==> src/rtl/dbg_trig_pkg.sv <==
package dbg_trig_pkg;

    localparam int TGT_W = 4;

    typedef enum logic [1:0] {
        SEL_CTRL = 2'd0,
        SEL_ADDR = 2'd1,
        SEL_DATA = 2'd2
    } cfg_sel_e;

    // Condition half of a control word (bits 8:0)
    typedef struct packed {
        logic range_data;
        logic range;
        logic m_arm;
        logic m_wr;
        logic m_rd;
        logic m_data;
        logic m_addr;
        logic dbus;
        logic en;
    } cond_t;

    // Action half of a control word (bits 27:24 and 21:16)
    typedef struct packed {
        logic [TGT_W-1:0] arm_tgt;
        logic             arm;
        logic             smp;
        logic             toff;
        logic             ton;
        logic             ext;
        logic             brk;
    } act_t;

    typedef struct packed {
        act_t  act;
        cond_t cond;
    } ctrl_t;

endpackage

==> src/rtl/dbg_trig_cfg_store.sv <==
module dbg_trig_cfg_store
    import dbg_trig_pkg::*;
#(
    parameter int N_SLOTS = 4,
    parameter int AW      = 32,
    parameter int DW      = 32,
    parameter int CW      = 32,
    parameter int IW      = 2
) (
    input  logic                         clk,
    input  logic                         rst_n,
    input  logic                         we,
    input  logic [IW-1:0]                slot,
    input  logic [1:0]                   sel,
    input  logic [CW-1:0]                wdata,
    output ctrl_t [N_SLOTS-1:0]          ctrl_o,
    output logic  [N_SLOTS-1:0][AW-1:0]  addr_o,
    output logic  [N_SLOTS-1:0][DW-1:0]  data_o,
    output logic  [N_SLOTS-1:0]          ctrl_wr_o
);

    typedef struct packed {
        ctrl_t [N_SLOTS-1:0]          ctrl;
        logic  [N_SLOTS-1:0][AW-1:0]  addr;
        logic  [N_SLOTS-1:0][DW-1:0]  data;
    } store_t;

    store_t st_d, st_q;

    always_comb begin
        st_d      = st_q;
        ctrl_wr_o = '0;
        if (we) begin
            for (int i = 0; i < N_SLOTS; i++) begin
                if (slot == IW'(i)) begin
                    case (cfg_sel_e'(sel))
                        SEL_CTRL: begin
                            st_d.ctrl[i].cond = cond_t'(wdata[8:0]);
                            st_d.ctrl[i].act  = act_t'({wdata[27:24], wdata[21:16]});
                            ctrl_wr_o[i]      = 1'b1;
                        end
                        SEL_ADDR: st_d.addr[i] = wdata[AW-1:0];
                        SEL_DATA: st_d.data[i] = wdata[DW-1:0];
                        default: ;
                    endcase
                end
            end
        end
    end

    always_ff @(posedge clk) begin
        if (!rst_n) st_q <= '0;
        else        st_q <= st_d;
    end

    assign ctrl_o = st_q.ctrl;
    assign addr_o = st_q.addr;
    assign data_o = st_q.data;

endmodule

==> src/rtl/dbg_trig_slot_match.sv <==
module dbg_trig_slot_match
    import dbg_trig_pkg::*;
#(
    parameter int AW       = 32,
    parameter int DW       = 32,
    parameter bit HAS_PAIR = 1'b0
) (
    input  cond_t          cond,
    input  logic [AW-1:0]  lo_addr,
    input  logic [DW-1:0]  lo_data,
    input  logic [AW-1:0]  hi_addr,
    input  logic [DW-1:0]  hi_data,
    input  logic           consumed,
    input  logic           armed,
    input  logic           i_valid,
    input  logic [AW-1:0]  i_addr,
    input  logic           d_valid,
    input  logic [AW-1:0]  d_addr,
    input  logic [DW-1:0]  d_data,
    input  logic           d_rd,
    input  logic           d_wr,
    output logic           on_dbus_o,
    output logic           hit_o
);

    logic          use_range;
    logic          bus_valid;
    logic [AW-1:0] bus_addr;
    logic          addr_ok, data_ok, rd_ok, wr_ok, arm_ok;

    always_comb begin
        use_range = HAS_PAIR && cond.range;
        on_dbus_o = cond.dbus || use_range;
        bus_valid = on_dbus_o ? d_valid : i_valid;
        bus_addr  = on_dbus_o ? d_addr  : i_addr;

        if (use_range && !cond.range_data)
            addr_ok = (bus_addr >= lo_addr) && (bus_addr <= hi_addr);
        else
            addr_ok = !cond.m_addr || (bus_addr == lo_addr);

        if (!on_dbus_o)
            data_ok = 1'b1;
        else if (use_range && cond.range_data)
            data_ok = (d_data >= lo_data) && (d_data <= hi_data);
        else
            data_ok = !cond.m_data || (d_data == lo_data);

        rd_ok  = !on_dbus_o || !cond.m_rd || d_rd;
        wr_ok  = !on_dbus_o || !cond.m_wr || d_wr;
        arm_ok = !cond.m_arm || armed;

        hit_o = cond.en && !consumed && bus_valid &&
                addr_ok && data_ok && rd_ok && wr_ok && arm_ok;
    end

endmodule

==> src/rtl/dbg_trig_action_core.sv <==
module dbg_trig_action_core
    import dbg_trig_pkg::*;
#(
    parameter int N_SLOTS = 4
) (
    input  logic                clk,
    input  logic                rst_n,
    input  act_t [N_SLOTS-1:0]  act,
    input  logic [N_SLOTS-1:0]  hit,
    input  logic [N_SLOTS-1:0]  on_dbus,
    input  logic [N_SLOTS-1:0]  arm_clr,
    output logic                brk_o,
    output logic                ext_o,
    output logic                trace_en_o,
    output logic                smp_o,
    output logic [N_SLOTS-1:0]  armed_o
);

    typedef struct packed {
        logic               brk;
        logic               ext;
        logic               trc;
        logic               smp;
        logic [N_SLOTS-1:0] armed;
    } act_st_t;

    act_st_t st_d, st_q;
    logic    brk_any, ext_any, ton_any, toff_any, smp_any;
    logic [N_SLOTS-1:0] arm_set;

    always_comb begin
        brk_any  = 1'b0;
        ext_any  = 1'b0;
        ton_any  = 1'b0;
        toff_any = 1'b0;
        smp_any  = 1'b0;
        arm_set  = '0;
        for (int i = 0; i < N_SLOTS; i++) begin
            if (hit[i]) begin
                brk_any  = brk_any  | act[i].brk;
                ext_any  = ext_any  | act[i].ext;
                ton_any  = ton_any  | act[i].ton;
                toff_any = toff_any | act[i].toff;
                smp_any  = smp_any  | (act[i].smp & on_dbus[i]);
                for (int t = 0; t < N_SLOTS; t++)
                    if (act[i].arm && act[i].arm_tgt == TGT_W'(t))
                        arm_set[t] = 1'b1;
            end
        end

        st_d       = st_q;
        st_d.brk   = brk_any;
        st_d.ext   = ext_any;
        st_d.smp   = smp_any;
        if (toff_any)      st_d.trc = 1'b0;
        else if (ton_any)  st_d.trc = 1'b1;
        st_d.armed = (st_q.armed & ~arm_clr) | arm_set;
    end

    always_ff @(posedge clk) begin
        if (!rst_n) st_q <= '0;
        else        st_q <= st_d;
    end

    assign brk_o      = st_q.brk;
    assign ext_o      = st_q.ext;
    assign trace_en_o = st_q.trc;
    assign smp_o      = st_q.smp;
    assign armed_o    = st_q.armed;

    // a trace-off event always leaves the flag clear
    p_trace_off_wins_r9: assert property (@(posedge clk) disable iff (!rst_n)
        toff_any |=> !trace_en_o);

    for (genvar g = 0; g < N_SLOTS; g++) begin : g_arm_chk
        // flag survives unless its control word is written
        p_arm_latched_r8: assert property (@(posedge clk) disable iff (!rst_n)
            (armed_o[g] && !arm_clr[g]) |=> armed_o[g]);
        // control write without a new arm event clears the flag
        p_arm_cleared_r8: assert property (@(posedge clk) disable iff (!rst_n)
            (arm_clr[g] && !arm_set[g]) |=> !armed_o[g]);
    end

endmodule

==> src/rtl/dbg_trigger_unit.sv <==
module dbg_trigger_unit
    import dbg_trig_pkg::*;
#(
    parameter int N_SLOTS = 4,
    parameter int AW      = 32,
    parameter int DW      = 32,
    localparam int IW     = (N_SLOTS > 1) ? $clog2(N_SLOTS) : 1,
    localparam int CW     = (AW > DW) ? ((AW > 28) ? AW : 28) : ((DW > 28) ? DW : 28)
) (
    input  logic                clk,
    input  logic                rst_n,
    input  logic                i_valid,
    input  logic [AW-1:0]       i_addr,
    input  logic                d_valid,
    input  logic [AW-1:0]       d_addr,
    input  logic [DW-1:0]       d_data,
    input  logic                d_rd,
    input  logic                d_wr,
    input  logic                cfg_we,
    input  logic [IW-1:0]       cfg_slot,
    input  logic [1:0]          cfg_sel,
    input  logic [CW-1:0]       cfg_wdata,
    output logic                break_o,
    output logic                ext_trig_o,
    output logic                trace_en_o,
    output logic                trace_sample_o,
    output logic [N_SLOTS-1:0]  armed_o
);

    ctrl_t [N_SLOTS-1:0]         ctrl_w;
    act_t  [N_SLOTS-1:0]         act_w;
    logic  [N_SLOTS-1:0][AW-1:0] addr_w;
    logic  [N_SLOTS-1:0][DW-1:0] data_w;
    logic  [N_SLOTS-1:0]         ctrl_wr_w;
    logic  [N_SLOTS-1:0]         hit_w;
    logic  [N_SLOTS-1:0]         dbus_w;

    dbg_trig_cfg_store #(
        .N_SLOTS(N_SLOTS), .AW(AW), .DW(DW), .CW(CW), .IW(IW)
    ) u_store (
        .clk       (clk),
        .rst_n     (rst_n),
        .we        (cfg_we),
        .slot      (cfg_slot),
        .sel       (cfg_sel),
        .wdata     (cfg_wdata),
        .ctrl_o    (ctrl_w),
        .addr_o    (addr_w),
        .data_o    (data_w),
        .ctrl_wr_o (ctrl_wr_w)
    );

    for (genvar s = 0; s < N_SLOTS; s++) begin : g_slot
        localparam bit PAIRED_LO = ((s % 2) == 0) && (s + 1 < N_SLOTS);
        localparam int HI_IDX    = PAIRED_LO ? s + 1 : s;
        logic consumed;

        assign act_w[s] = ctrl_w[s].act;

        if ((s % 2) == 1) begin : g_odd
            assign consumed = ctrl_w[s-1].cond.range;
        end else begin : g_even
            assign consumed = 1'b0;
        end

        dbg_trig_slot_match #(
            .AW(AW), .DW(DW), .HAS_PAIR(PAIRED_LO)
        ) u_match (
            .cond      (ctrl_w[s].cond),
            .lo_addr   (addr_w[s]),
            .lo_data   (data_w[s]),
            .hi_addr   (addr_w[HI_IDX]),
            .hi_data   (data_w[HI_IDX]),
            .consumed  (consumed),
            .armed     (armed_o[s]),
            .i_valid   (i_valid),
            .i_addr    (i_addr),
            .d_valid   (d_valid),
            .d_addr    (d_addr),
            .d_data    (d_data),
            .d_rd      (d_rd),
            .d_wr      (d_wr),
            .on_dbus_o (dbus_w[s]),
            .hit_o     (hit_w[s])
        );
    end

    dbg_trig_action_core #(.N_SLOTS(N_SLOTS)) u_act (
        .clk        (clk),
        .rst_n      (rst_n),
        .act        (act_w),
        .hit        (hit_w),
        .on_dbus    (dbus_w),
        .arm_clr    (ctrl_wr_w),
        .brk_o      (break_o),
        .ext_o      (ext_trig_o),
        .trace_en_o (trace_en_o),
        .smp_o      (trace_sample_o),
        .armed_o    (armed_o)
    );

    // a break pulse always follows a bus transfer
    p_break_needs_xfer_r3: assert property (@(posedge clk) disable iff (!rst_n)
        break_o |-> $past(i_valid || d_valid));

    // sample strobes only follow data-bus transfers
    p_sample_dbus_only_r10: assert property (@(posedge clk) disable iff (!rst_n)
        trace_sample_o |-> $past(d_valid));

    // an external pulse always follows a bus transfer
    p_ext_needs_xfer_r11: assert property (@(posedge clk) disable iff (!rst_n)
        ext_trig_o |-> $past(i_valid || d_valid));

endmodule

==> config.mk <==
export PLATFORM = sky130hd
export DESIGN_NAME = dbg_trigger_unit
export DESIGN_NICKNAME = d
export VERILOG_FILES = /design/src/rtl/dbg_trig_pkg.sv /design/src/rtl/dbg_trig_cfg_store.sv /design/src/rtl/dbg_trig_slot_match.sv /design/src/rtl/dbg_trig_action_core.sv /design/src/rtl/dbg_trigger_unit.sv
export SDC_FILE = /design/constraint.sdc
export NUM_CORES = 1
export LEC_CHECK = 0
export ABC_AREA = 1
export BUFFER_PORTS_ARGS = -buffer_cell sky130_fd_sc_hd__buf_2
export CORE_AREA = 2 2 323 261
export DETAILED_ROUTE_END_ITERATION = 12
export DIE_AREA = 0 0 325 263
export GPL_ROUTABILITY_DRIVEN = 1
export MAX_ROUTING_LAYER = met4
export PLACE_DENSITY = 0.55
export SLEW_MARGIN = 20
export SYNTH_ARGS = -nofsm -noshare
export SYNTH_HDL_FRONTEND = slang
export SYNTH_HIERARCHICAL = 1
export SYNTH_SLANG_ARGS = --single-unit
==> constraint.sdc <==
create_clock -name clk -period 5.4 [get_ports clk]
set_input_delay 0.54 -clock clk [delete_from_list [all_inputs] [get_ports clk]]
set_output_delay 0.54 -clock clk [all_outputs]
set_load 0.01 [all_outputs]
==> results of run 1 <==
-- per-stage QoR --
stage               power, mW  cell area (sq um)  cells  setup WS (ns)  hold slack, ns
finish                  6.925              27400   5198          1.390          0.1887
global route            7.241              27400   5198          1.039          0.1829
CTS                     6.979              27360   5188          1.501          0.1651
detailed placement      3.761              25800   5110          1.503          0.4714
global placement        3.754              25800   5110          1.573          0.4612
floorplan               3.350              24300   4002          2.694          0.4545
-- worst reg2reg max path: stages, from the launching register on --
cell,delay (ns)
dfxtp_1,0.35
nor2_2,0.08
buf_4,0.42
inv_2,0.44
nand2_1,0.19
nand2_1,0.09
ha_1,0.29
nand2_1,0.06
nor2_1,0.21
nand4_1,0.25
nor2_1,0.15
nand2_1,0.10
nand3_1,0.08
and3_1,0.17
nand2_1,0.06
nor2_2,0.44
nand2_2,0.17
nor2_4,0.15
nand2_1,0.06
nand3_1,0.08
nor2_1,0.04
nor2_1,0.07
-- layer usage --
| layer | vias to the layer above | part of all wire |
|---|---|---|
| li1 | 12370 | - |
| met1 | 10640 | 0.49 |
| met2 | 688 | 0.41 |
| met3 | 114 | 0.067 |
| met4 | 0 | 0.026 |
| met5 | - | 0 |
-- power by group through the flow --
stage          clock network [mW]  registers [mW]  logic (mW)
2_1_floorplan                   0            2.62       0.735
3_3_place_gp                    0            2.63        1.12
3_5_place_dp                    0            2.63        1.13
4_1_cts                      3.27            2.58        1.13
5_1_grt                      3.36            2.59        1.29
6_report                     3.20            2.58        1.15
-- sequential cells by signal (all words and copies together), names as in the netlist --
name              cells
u_store/addr_o      128
u_store/data_o      128
u_store/ctrl_o       72
u_act/armed_o         4
u_act/brk_o           1
u_act/ext_o           1
u_act/smp_o           1
u_act/trace_en_o      1
-- worst paths after layout --
kind	from	endpoint	depth (start not counted)
max reg2reg	u_store/ctrl_o[45]$_SDFFE_PN0P_	u_act/armed_o[2]$_SDFF_PN0_	21
max	u_store/ctrl_o[45]$_SDFFE_PN0P_	u_act/armed_o[2]$_SDFF_PN0_	21
min reg2reg	u_store/data_o[90]$_SDFFE_PN0P_	u_store/data_o[90]$_SDFFE_PN0P_	2
min	cfg_wdata[27]	u_store/ctrl_o[18]$_SDFFE_PN0P_	3
-- final cells by class --
class	instances	area share
Sequential cell	336	0.2456
Antenna cell	9	0.0008220
Inverter	480	0.06631
Clock inverter	20	0.01087
Tap cell	1104	0.05042
Multi-Input combinational cell	3024	0.5465
Timing Repair Buffer	167	0.03370
Clock buffer	58	0.04576
==> out/results.ini, run 1 <==
[global_routing]
grt_usage=0.2075
grt-busiest-layer=met2
use_met3=0.03459
use_met2=0.3056
grt_pass1_wl_microns=132600
grt_pass1_vias=21280
grt_start_max_net_pins=163
overflow=0
antenna_found_initial=12
met1_usage=0.2928

[cts]
cts_tree=yes
cts.clk_slew.worst_paths_ns=0.06
postCtsSetupBuffers=0
insertion_delay_ns=0.59
clockRootBuffer=clkbuf_16
cts_buffers=43
ctsHoldBuffers=0
h-tree-depth=2
cts.sinks=336
post_cts_resized=0
cts_buffer_depth=3

[place]
hpwl_microns=64610
globalplace.congestion=0.9069
place.port_buffers=146

[power_and_ir_drop]
p_int_mw=4.878
pwr-share-comb=0.165
swShare=0.2955
p_leak_nw=12.32
pwr-share-clk=0.462
power.switching_mw=2.047
ir_drop_mv=0.1761
power_density_mw_per_mm2=252.8
power_frac_seq=0.372

[route]
avgRoutedWirePerCell_microns=16.94
via_count=23810
route.detailed.drc=0
drt_iter0_markers=1990
first_pass_iters=6
drt_wl_total_microns=88040
avgViaCountPerCell=4.581
postRouteAntennaNets=0

[finish]
final_util=0.3342
layout-drive-gt1-share=0.07785
final_common_cell=nand2_1
final_cell_mix=nand2_1 (1,427), nor2_1 (803), inv_1 (475)
fill_cells=9141
multi_input_area_sq_mm=0.01497
finalNetCount=4447
syn_to_final_growth_pct=12.78
register_area_sq_mm=0.006729

[setup_path]
cp_common_cell=nand2_1
critical_path_buf_inv_count=2
critical_path.cell_chain=nor2_2 > buf_4 > inv_2 > nand2_1 > nand2_1 > ha_1 > nand2_1 > nor2_1 > nand4_1 > nor2_1 > nand2_1 > nand3_1 > and3_1 > nand2_1 > nor2_2 > nand2_2 > nor2_4 > nand2_1 > nand3_1 > nor2_1 > nor2_1
cp.arrival_ns=4.53
cp-start-kind=register
ff2ff_setup_slack_ns=1.39
cp_slowest_cell=nor2_2
critPathRequiredTime_ns=5.92
end_kind=register
crit_family=simple AND/OR/NAND/NOR gates
crit_type=reg -> reg
cp_max_fo=34
max_stage_delay_ns=0.44

[floorplan]
ios=147
initial_core_util=0.2963
die_w_microns=325
die_area_sq_mm=0.08548
die_h_microns=263
core_sq_mm=0.08198
rows=94

[outcome]
status=finished clean

[sta]
fmax_mhz=249.4
fin_crit_sh=0.7426
tns_ns=0
setup_viol=0
finalHoldViolCount=0
tightest_slew_ns=1.081
fin_crit_ns=4.010
finClkSkew_ns=0.01433
finalMaxSlewViolations=0
rsz0062_at_grt=no
slew_headroom=0.2785

[run]
cap_violations=0

[synthesis]
syn_inst=4001
avgSynthCellArea_sq_um=6.071
netlist_area_sq_mm=0.02429
ys_warn_count=6

[min_path]
hold_path.class=in -> reg

Power figures use the tool's default switching activity.
==> run 2, diff against run 1 <==
--- a/config.mk
+++ b/config.mk
@@ -5,14 +5,14 @@
 export SDC_FILE = /design/constraint.sdc
 export NUM_CORES = 1
 export LEC_CHECK = 0
-export ABC_AREA = 1
+export ABC_AREA = 0
 export BUFFER_PORTS_ARGS = -buffer_cell sky130_fd_sc_hd__buf_2
-export CORE_AREA = 2 2 323 261
+export CORE_AREA = 2 2 306 248
 export DETAILED_ROUTE_END_ITERATION = 12
-export DIE_AREA = 0 0 325 263
+export DIE_AREA = 0 0 308 250
 export GPL_ROUTABILITY_DRIVEN = 1
 export MAX_ROUTING_LAYER = met4
-export PLACE_DENSITY = 0.55
+export PLACE_DENSITY = 0.57
 export SLEW_MARGIN = 20
 export SYNTH_ARGS = -nofsm -noshare
 export SYNTH_HDL_FRONTEND = slang
==> constraint.sdc (replaced) <==
create_clock -name clk -period 3.6 [get_ports clk]
set_input_delay 0.36 -clock clk [delete_from_list [all_inputs] [get_ports clk]]
set_output_delay 0.36 -clock clk [all_outputs]
set_load 0.01 [all_outputs]
==> run 2 against run 1 <==
The run now ends with negative setup slack left. Cell count shrank 31%. Hold slack gained 0.077 ns. Power grew 36%. Via count shrank 26%. Synthesized area shrank 10%. Maximum frequency grew 8.9%. Critical path type unchanged.
==> out/results.ini, run 2 <==
[finish]
finalNetCount=3006  ; -32%
fill_cells=7615  ; -17%
final_common_cell=nand2_1
final_area_sq_mm=0.02626  ; -4.1%
syn_to_final_growth_pct=20.30
final_cells=3610  ; -31%
final_cell_mix=nand2_1 (419), mux2i_1 (392), dfxtp_1 (331)
layout-drive-gt1-share=0.1717  ; +0.09381

[setup_path]
critPathRequiredTime_ns=4.09  ; -1.83 ns
reg2regPathDepth=14  ; -33%
rr_startpoint=u_store/ctrl_o[7]$_SDFFE_PN0P_
crit_type=reg -> reg
cp_max_fo=5  ; -85%
critical_path.cell_chain=nor2_4 > clkbuf_16 > mux2_4 > ha_1 > nand4_1 > a211oi_1 > o41ai_4 > o211ai_1 > a221o_1 > a21boi_4 > buf_6 > a222oi_1 > nand3_1 > a21oi_1
critical_path_buf_inv_count=2  ; unchanged
ff2ff_setup_slack_ns=-0.08  ; -1.47 ns
cp_num_cells=14  ; -33%
max_stage_delay_ns=0.60  ; +0.16 ns
end_kind=register
crit_family=compound AO/OA/AOI/OAI gates
cp_slowest_cell=a211oi_1
cp-start-kind=register
cp.arrival_ns=4.18  ; -0.35 ns
r2r_end=u_act/trace_en_o$_SDFFE_PP0P_

[power_and_ir_drop]
pwr-share-clk=0.457  ; -0.005
ir_drop_mv=0.2593  ; +47%
power_density_mw_per_mm2=359.2  ; +42%
power_frac_seq=0.403  ; +0.031
pwr-share-comb=0.140  ; -0.025
p_int_mw=6.880  ; +41%
swShare=0.2706  ; -0.02492
p_leak_nw=10.64  ; -14%
power.switching_mw=2.553  ; +25%

[floorplan]
die_area_sq_mm=0.07700  ; -9.9%
ios=147  ; unchanged
initial_core_util=0.2937  ; -0.002610
die_w_microns=308  ; -5.2%
rows=90  ; -4.3%
die_h_microns=250  ; -4.9%
core_sq_mm=0.07432  ; -9.3%

[sta]
finalHoldViolCount=0  ; unchanged
fin_crit_sh=1.023  ; +0.2802
holdWs_ns=0.2653  ; +0.07658 ns
setup_viol=4  ; +4
tightest_slew_ns=0.9166  ; -0.1645 ns
fmax_mhz=271.6  ; +8.9%
fin_crit_ns=3.682  ; -0.3277 ns
rsz0062_at_grt=yes
finalMaxSlewViolations=0  ; unchanged
finClkSkew_ns=0.01460  ; +0.0002636 ns
worst_slack_ns=-0.08205  ; -1.472 ns
tns_ns=-0.2327  ; -0.2327 ns
slew_headroom=0.3875  ; +0.1090

[place]
dpl-instance-area_sq_mm=0.02383  ; -7.6%
globalplace.congestion=0.9200  ; +1.4%
dpl.cell_count=3516  ; -31%
place.port_buffers=146  ; unchanged
hpwl_microns=53390  ; -17%

[global_routing]
antenna_found_initial=8  ; -4
met1_usage=0.2593  ; -0.03351
grt_pass1_vias=17030  ; -20%
grt-busiest-layer=met2
overflow=0  ; unchanged
grt_usage=0.1871  ; -0.02036
use_met2=0.2831  ; -0.02242
grt_start_max_net_pins=86  ; -47%
grt_pass1_wl_microns=107000  ; -19%
use_met3=0.02955  ; -0.005035

[route]
avgRoutedWirePerCell_microns=19.88  ; +17%
avgViaCountPerCell=4.899  ; +7.0%
drt_wl_total_microns=71750  ; -18%
via_count=17690  ; -26%
first_pass_iters=5  ; -1
postRouteAntennaNets=0  ; unchanged
route.detailed.drc=0  ; unchanged
drt_iter0_markers=993  ; -50%

[cts]
cts_buffer_depth=3  ; unchanged
insertion_delay_ns=0.57  ; -0.02 ns
cts_buffers=41  ; -4.7%
h-tree-depth=2  ; unchanged
cts.sinks=336  ; unchanged
cts_tree=yes
cts.clk_slew.worst_paths_ns=0.06  ; about the same
clockRootBuffer=clkbuf_16

[outcome]
violations=negative setup slack
status=complete, but fails checks

[synthesis]
avgSynthCellArea_sq_um=8.892  ; +46%
netlist_area_sq_mm=0.02183  ; -10%
ys_warn_count=6  ; unchanged
syn_inst=2455  ; -39%

[min_path]
holdPathEnd=u_store/ctrl_o[35]$_SDFFE_PN0P_
worstHoldStart=rst_n
hold_path.class=in -> reg
hold_depth=3  ; unchanged

[run]
cap_violations=0  ; unchanged

run 2: per-layer routing:
metal	wire (microns)	share of wire
met5	0	0
met4	1519	0.021
met3	3662	0.051
met2	31490	0.44
met1	35080	0.49
run 2: through the flow:
step	total power [mW]	utilization	setup slack, ns
floorplan	4.592	-	0.06186
global placement	5.076	0.3207	-0.05740
detailed placement	5.083	0.3207	-0.1661
CTS	9.431	0.3417	-0.01563
global route	9.807	0.3533	-0.1780
finish	9.433	0.3534	-0.08205
run 2: worst reg2reg max path: stages, from the launching register on:
cell       delay (ns)
dfxtp_2          0.33
nor2_4           0.25
clkbuf_16        0.23
mux2_4           0.33
ha_1             0.31
nand4_1          0.24
a211oi_1         0.60
o41ai_4          0.11
o211ai_1         0.12
a221o_1          0.29
a21boi_4         0.11
buf_6            0.14
a222oi_1         0.32
nand3_1          0.12
a21oi_1          0.12
run 2: power groups by stage:
| stage | clock network, mW | registers [mW] | logic [mW] |
|---|---|---|---|
| 2_1_floorplan | 0 | 3.87 | 0.720 |
| 3_5_place_dp | 0 | 3.88 | 1.20 |
| 6_report | 4.31 | 3.80 | 1.32 |
| 5_1_grt | 4.55 | 3.81 | 1.45 |
| 4_1_cts | 4.41 | 3.80 | 1.22 |
| 3_3_place_gp | 0 | 3.88 | 1.19 |
run 2: worst max-delay path by stage:
stage	from	to	slack, ns
2_1_floorplan	u_store/ctrl_o[7]$_SDFFE_PN0P_	u_act/armed_o[0]$_SDFF_PN0_	0.06
3_3_place_gp	u_store/ctrl_o[39]$_SDFFE_PN0P_	u_act/armed_o[2]$_SDFF_PN0_	-0.06
3_5_place_dp	u_store/ctrl_o[39]$_SDFFE_PN0P_	u_act/armed_o[2]$_SDFF_PN0_	-0.17
4_1_cts	u_store/ctrl_o[1]$_SDFFE_PN0P_	u_act/armed_o[0]$_SDFF_PN0_	-0.02
5_1_grt	u_store/ctrl_o[7]$_SDFFE_PN0P_	u_act/armed_o[1]$_SDFF_PN0_	-0.18
6_report	u_store/ctrl_o[7]$_SDFFE_PN0P_	u_act/trace_en_o$_SDFFE_PP0P_	-0.08
run 2: final cells by class:
class                      instances  area [sq um]  share of cell area
clock buffer                      53          1184             0.04507
sequential                       336          6733              0.2564
antenna                            5         12.51           0.0004764
timing repair buffer             224          1503             0.05722
multi-input combinational       1730         14380              0.5475
inverter                         278          1044             0.03974
clock inverter                    18         198.9            0.007575
tap                              966          1209             0.04602
run 2: timing repair:
action,CTS,global route
buffers inserted,5,10
gates cloned,1,4
hold buffers,0,0
endpoints found under the setup margin,7,8
pin swaps,9,31
hold endpoints to repair,0,0
gates resized for setup,17,104
==> run 3, diff against run 2 <==
--- a/config.mk
+++ b/config.mk
@@ -7,14 +7,13 @@
 export LEC_CHECK = 0
 export ABC_AREA = 0
 export BUFFER_PORTS_ARGS = -buffer_cell sky130_fd_sc_hd__buf_2
-export CORE_AREA = 2 2 306 248
+export CORE_AREA = 2 2 234 190
 export DETAILED_ROUTE_END_ITERATION = 12
-export DIE_AREA = 0 0 308 250
+export DIE_AREA = 0 0 236 192
 export GPL_ROUTABILITY_DRIVEN = 1
 export MAX_ROUTING_LAYER = met4
-export PLACE_DENSITY = 0.57
+export PLACE_DENSITY = 0.79
 export SLEW_MARGIN = 20
 export SYNTH_ARGS = -nofsm -noshare
 export SYNTH_HDL_FRONTEND = slang
-export SYNTH_HIERARCHICAL = 1
 export SYNTH_SLANG_ARGS = --single-unit
==> run 3 against run 2 <==
The run still ends with negative setup slack left. Die area fell by 41%. Core utilization rose by 21 points. Synthesized cell count rose by 12%. Critical endpoint is now u_act.armed_o[0]$_SDFF_PN0_. Largest cell class unchanged.
==> out/results.ini, run 3 <==
[synthesis]
avgSynthCellArea_sq_um=7.605  ; -14%
netlist.area_leader.share=0.3216
synth_flop_cell=dfxtp_1
synthesis.nets=3145
synth_edf_count=0
yosysMostFrequentCell=nand2_1
netlist_top_cells_count=nand2_1 (731), a21oi_1 (425), dfxtp_1 (336)
seq_area_frac_synth=0.3216
async_flop_share=0
ys_types=78
syn_inst=2750  ; +12%
netlist_area_sq_mm=0.02091  ; -4.2%
synth_seq_cells=336
ys_warn_count=0  ; -6
ys_top_cells_by_area=dfxtp_1 (32%), ha_1 (15%), nand2_1 (13%)
synth_area_leader_cell=dfxtp_1

[global_routing]
grt_pass1_wl_microns=106300  ; -0.71%
grt_pass1_vias=19150  ; +12%
overflow=0  ; unchanged
antenna_found_initial=0  ; -8
grt_start_max_net_pins=143  ; +66%
grt_usage=0.3078  ; +0.1207

[setup_path]
max_stage_delay_ns=0.54  ; -0.06 ns
rr_startpoint=u_store.ctrl_o[39]$_SDFFE_PN0P_
cp_max_fo=8  ; +3
critical_path_buf_inv_count=3  ; +1
end_kind=register
critPathRequiredTime_ns=4.06  ; -0.03 ns
crit_family=simple AND/OR/NAND/NOR gates
crit_type=reg -> reg
crit_path_start=u_store.ctrl_o[39]$_SDFFE_PN0P_
cp.arrival_ns=4.16  ; -0.02 ns
critical_path.cell_chain=or2_4 > buf_12 > buf_8 > mux2_2 > ha_4 > nand4_1 > or4_4 > or4b_4 > o311ai_4 > o211ai_4 > o32ai_4 > buf_6 > nand3_2 > o211ai_1
cp_slowest_cell=or4b_4
cp-start-kind=register

[cts]
cts.clk_slew.worst_paths_ns=0.06  ; about the same
cts_buffer_depth=3  ; unchanged
insertion_delay_ns=0.55  ; -0.02 ns
cts_tree=yes
clockRootBuffer=clkbuf_16
cts.sinks=336  ; unchanged
cts_buffers=38  ; -7.3%
ctsHoldBuffers=0  ; unchanged
h-tree-depth=2  ; unchanged

[floorplan]
ios=147  ; unchanged
rows=68  ; -24%
initial_core_util=0.4887  ; +0.1950
die_area_sq_mm=0.04531  ; -41%
die_h_microns=192  ; -23%
die_w_microns=236  ; -23%
core_sq_mm=0.04280  ; -42%

[sta]
finClkSkew_ns=0.01385  ; -0.0007453 ns
fin_crit_ns=3.701  ; +0.01850 ns
fmax_mhz=270.2  ; -0.50%
holdWs_ns=0.1893  ; -0.07596 ns
fin_crit_sh=1.028  ; +0.005139
slew_headroom=0.3929  ; +0.005444
tightest_slew_ns=0.9085  ; -0.008101 ns
tns_ns=-0.1784  ; +0.05432 ns
finalMaxSlewViolations=0  ; unchanged
finalHoldViolCount=0  ; unchanged
setup_viol=4  ; unchanged
worst_slack_ns=-0.1005  ; -0.01850 ns
rsz0062_at_grt=yes

[power_and_ir_drop]
ir_drop_mv=0.2780  ; +7.2%
p_leak_nw=8.310  ; -22%
power_density_mw_per_mm2=381.0  ; +6.1%

[route]
drt_iter0_markers=1969  ; +98%
via_count=20060  ; +13%
drt_wl_total_microns=69420  ; -3.2%
avgRoutedWirePerCell_microns=20.13  ; +1.3%
first_pass_iters=6  ; +1
avgViaCountPerCell=5.817  ; +19%
postRouteAntennaNets=0  ; unchanged
route.detailed.drc=0  ; unchanged

[place]
globalplace.congestion=1.056  ; +15%
place.port_buffers=146  ; unchanged
hpwl_microns=51800  ; -3.0%

[min_path]
worstHoldStart=cfg_wdata[14]
hold_path.class=in -> reg

[outcome]
status=complete, but fails checks
violations=negative setup slack

[finish]
syn_to_final_growth_pct=14.32
finalNetCount=3257  ; +8.3%
final_cell_mix=nand2_1 (730), a21oi_1 (425), dfxtp_1 (333)
final_common_cell=nand2_1
n_antenna_cell=0  ; -5
layout-drive-gt1-share=0.1371  ; -0.03458
fill_cells=3911  ; -49%

[run]
cap_violations=0  ; unchanged

## run 3: cell count changes in the layout (fill, tap and decap cells not counted), moves of 9 or more
| cell | previous run | this run |
|---|---|---|
| inv_1 | 278 | 268 |
| o21ai_1 | 4 | 13 |
| a21oi_1 | 101 | 425 |
| xnor2_1 | 0 | 63 |
| nor2_1 | 15 | 38 |
| ha_1 | 221 | 247 |
| mux2_2 | 29 | 59 |
| ha_4 | 35 | 9 |
| mux2i_1 | 392 | 66 |
| xor2_1 | 128 | 1 |
| nor2b_1 | 8 | 17 |
| a21o_1 | 28 | 18 |
| mux2_4 | 33 | 3 |
| nand2_1 | 419 | 730 |
## run 3: worst register-to-register path, stage by stage, from the launching register on
cell	delay, ns
dfxtp_2	0.32
or2_4	0.27
buf_12	0.15
buf_8	0.15
mux2_2	0.31
ha_4	0.28
nand4_1	0.20
or4_4	0.48
or4b_4	0.54
o311ai_4	0.09
o211ai_4	0.16
o32ai_4	0.18
buf_6	0.19
nand3_2	0.09
o211ai_1	0.21
## run 3: what timing repair did
item	4_1_cts	5_1_grt
buffers inserted	0	8
setup endpoints to repair	5	8
endpoints found under the hold margin	0	0
gates resized for setup	3	30
cloned	0	0
pin swaps	3	18
## run 3: power by group
group | leakage (nW) | switching (mW) | internal [mW]
registers | 2.71 | 0.0296 | 3.76
clock network | 0.635 | 1.66 | 2.45
logic | 4.96 | 0.764 | 0.446
total | 8.31 | 2.45 | 6.66
## run 3: metal layers
| layer | wire (microns) | vias to the layer above | GRT usage |
|---|---|---|---|
| met1 | 30390 | 9546 | 0.4084 |
| met5 | 0 | - | - |
| met4 | 2188 | 0 | 0.09309 |
| li1 | - | 9483 | - |
| met2 | 30950 | 880 | 0.4871 |
| met3 | 5890 | 155 | 0.04427 |
## run 3: kinds of logic after synthesis
logic type	Yosys count	share of synthesized area
buf+inv	418	0.07700
xor+xnor	64	0.02680
fa+ha+maj	256	0.1532
compound gates	568	0.1544
mux	128	0.06497
simple gates	980	0.2021
flops	336	0.3216
## run 3: layout make-up
class	instances	area, sq um	area share
Tap cell	560	700.7	0.02931
Sequential cell	336	6730	0.2815
Multi-Input combinational cell	1996	12820	0.5364
Clock inverter	16	211.5	0.008844
Inverter	269	1017	0.04255
Clock buffer	51	1071	0.04480
Timing Repair Buffer	221	1354	0.05663
## run 3: stage by stage
stage,setup WS [ns],util,instance area (sq um),power [mW],std cells
5_1_grt,-0.1505,0.5586,23910,9.386,3449
3_5_place_dp,-0.09520,0.5222,22350,5.027,3374
3_3_place_gp,0.03264,0.5222,22350,4.977,3374
4_1_cts,0.01336,0.5524,23640,9.077,3441
6_report,-0.1005,0.5586,23910,9.109,3449
2_1_floorplan,0.03381,-,20920,4.566,2750
## run 3: path summary, 6_finish.rpt
path | end | cells past startpoint | slack (ns)
hold / removal | u_store.data_o[110]$_SDFFE_PN0P_ | 3 | 0.19
setup / recovery | u_act.armed_o[0]$_SDFF_PN0_ | 14 | -0.10
hold reg to reg | u_store.ctrl_o[32]$_SDFFE_PN0P_ | 2 | 0.45
setup reg to reg | u_act.armed_o[0]$_SDFF_PN0_ | 14 | -0.10
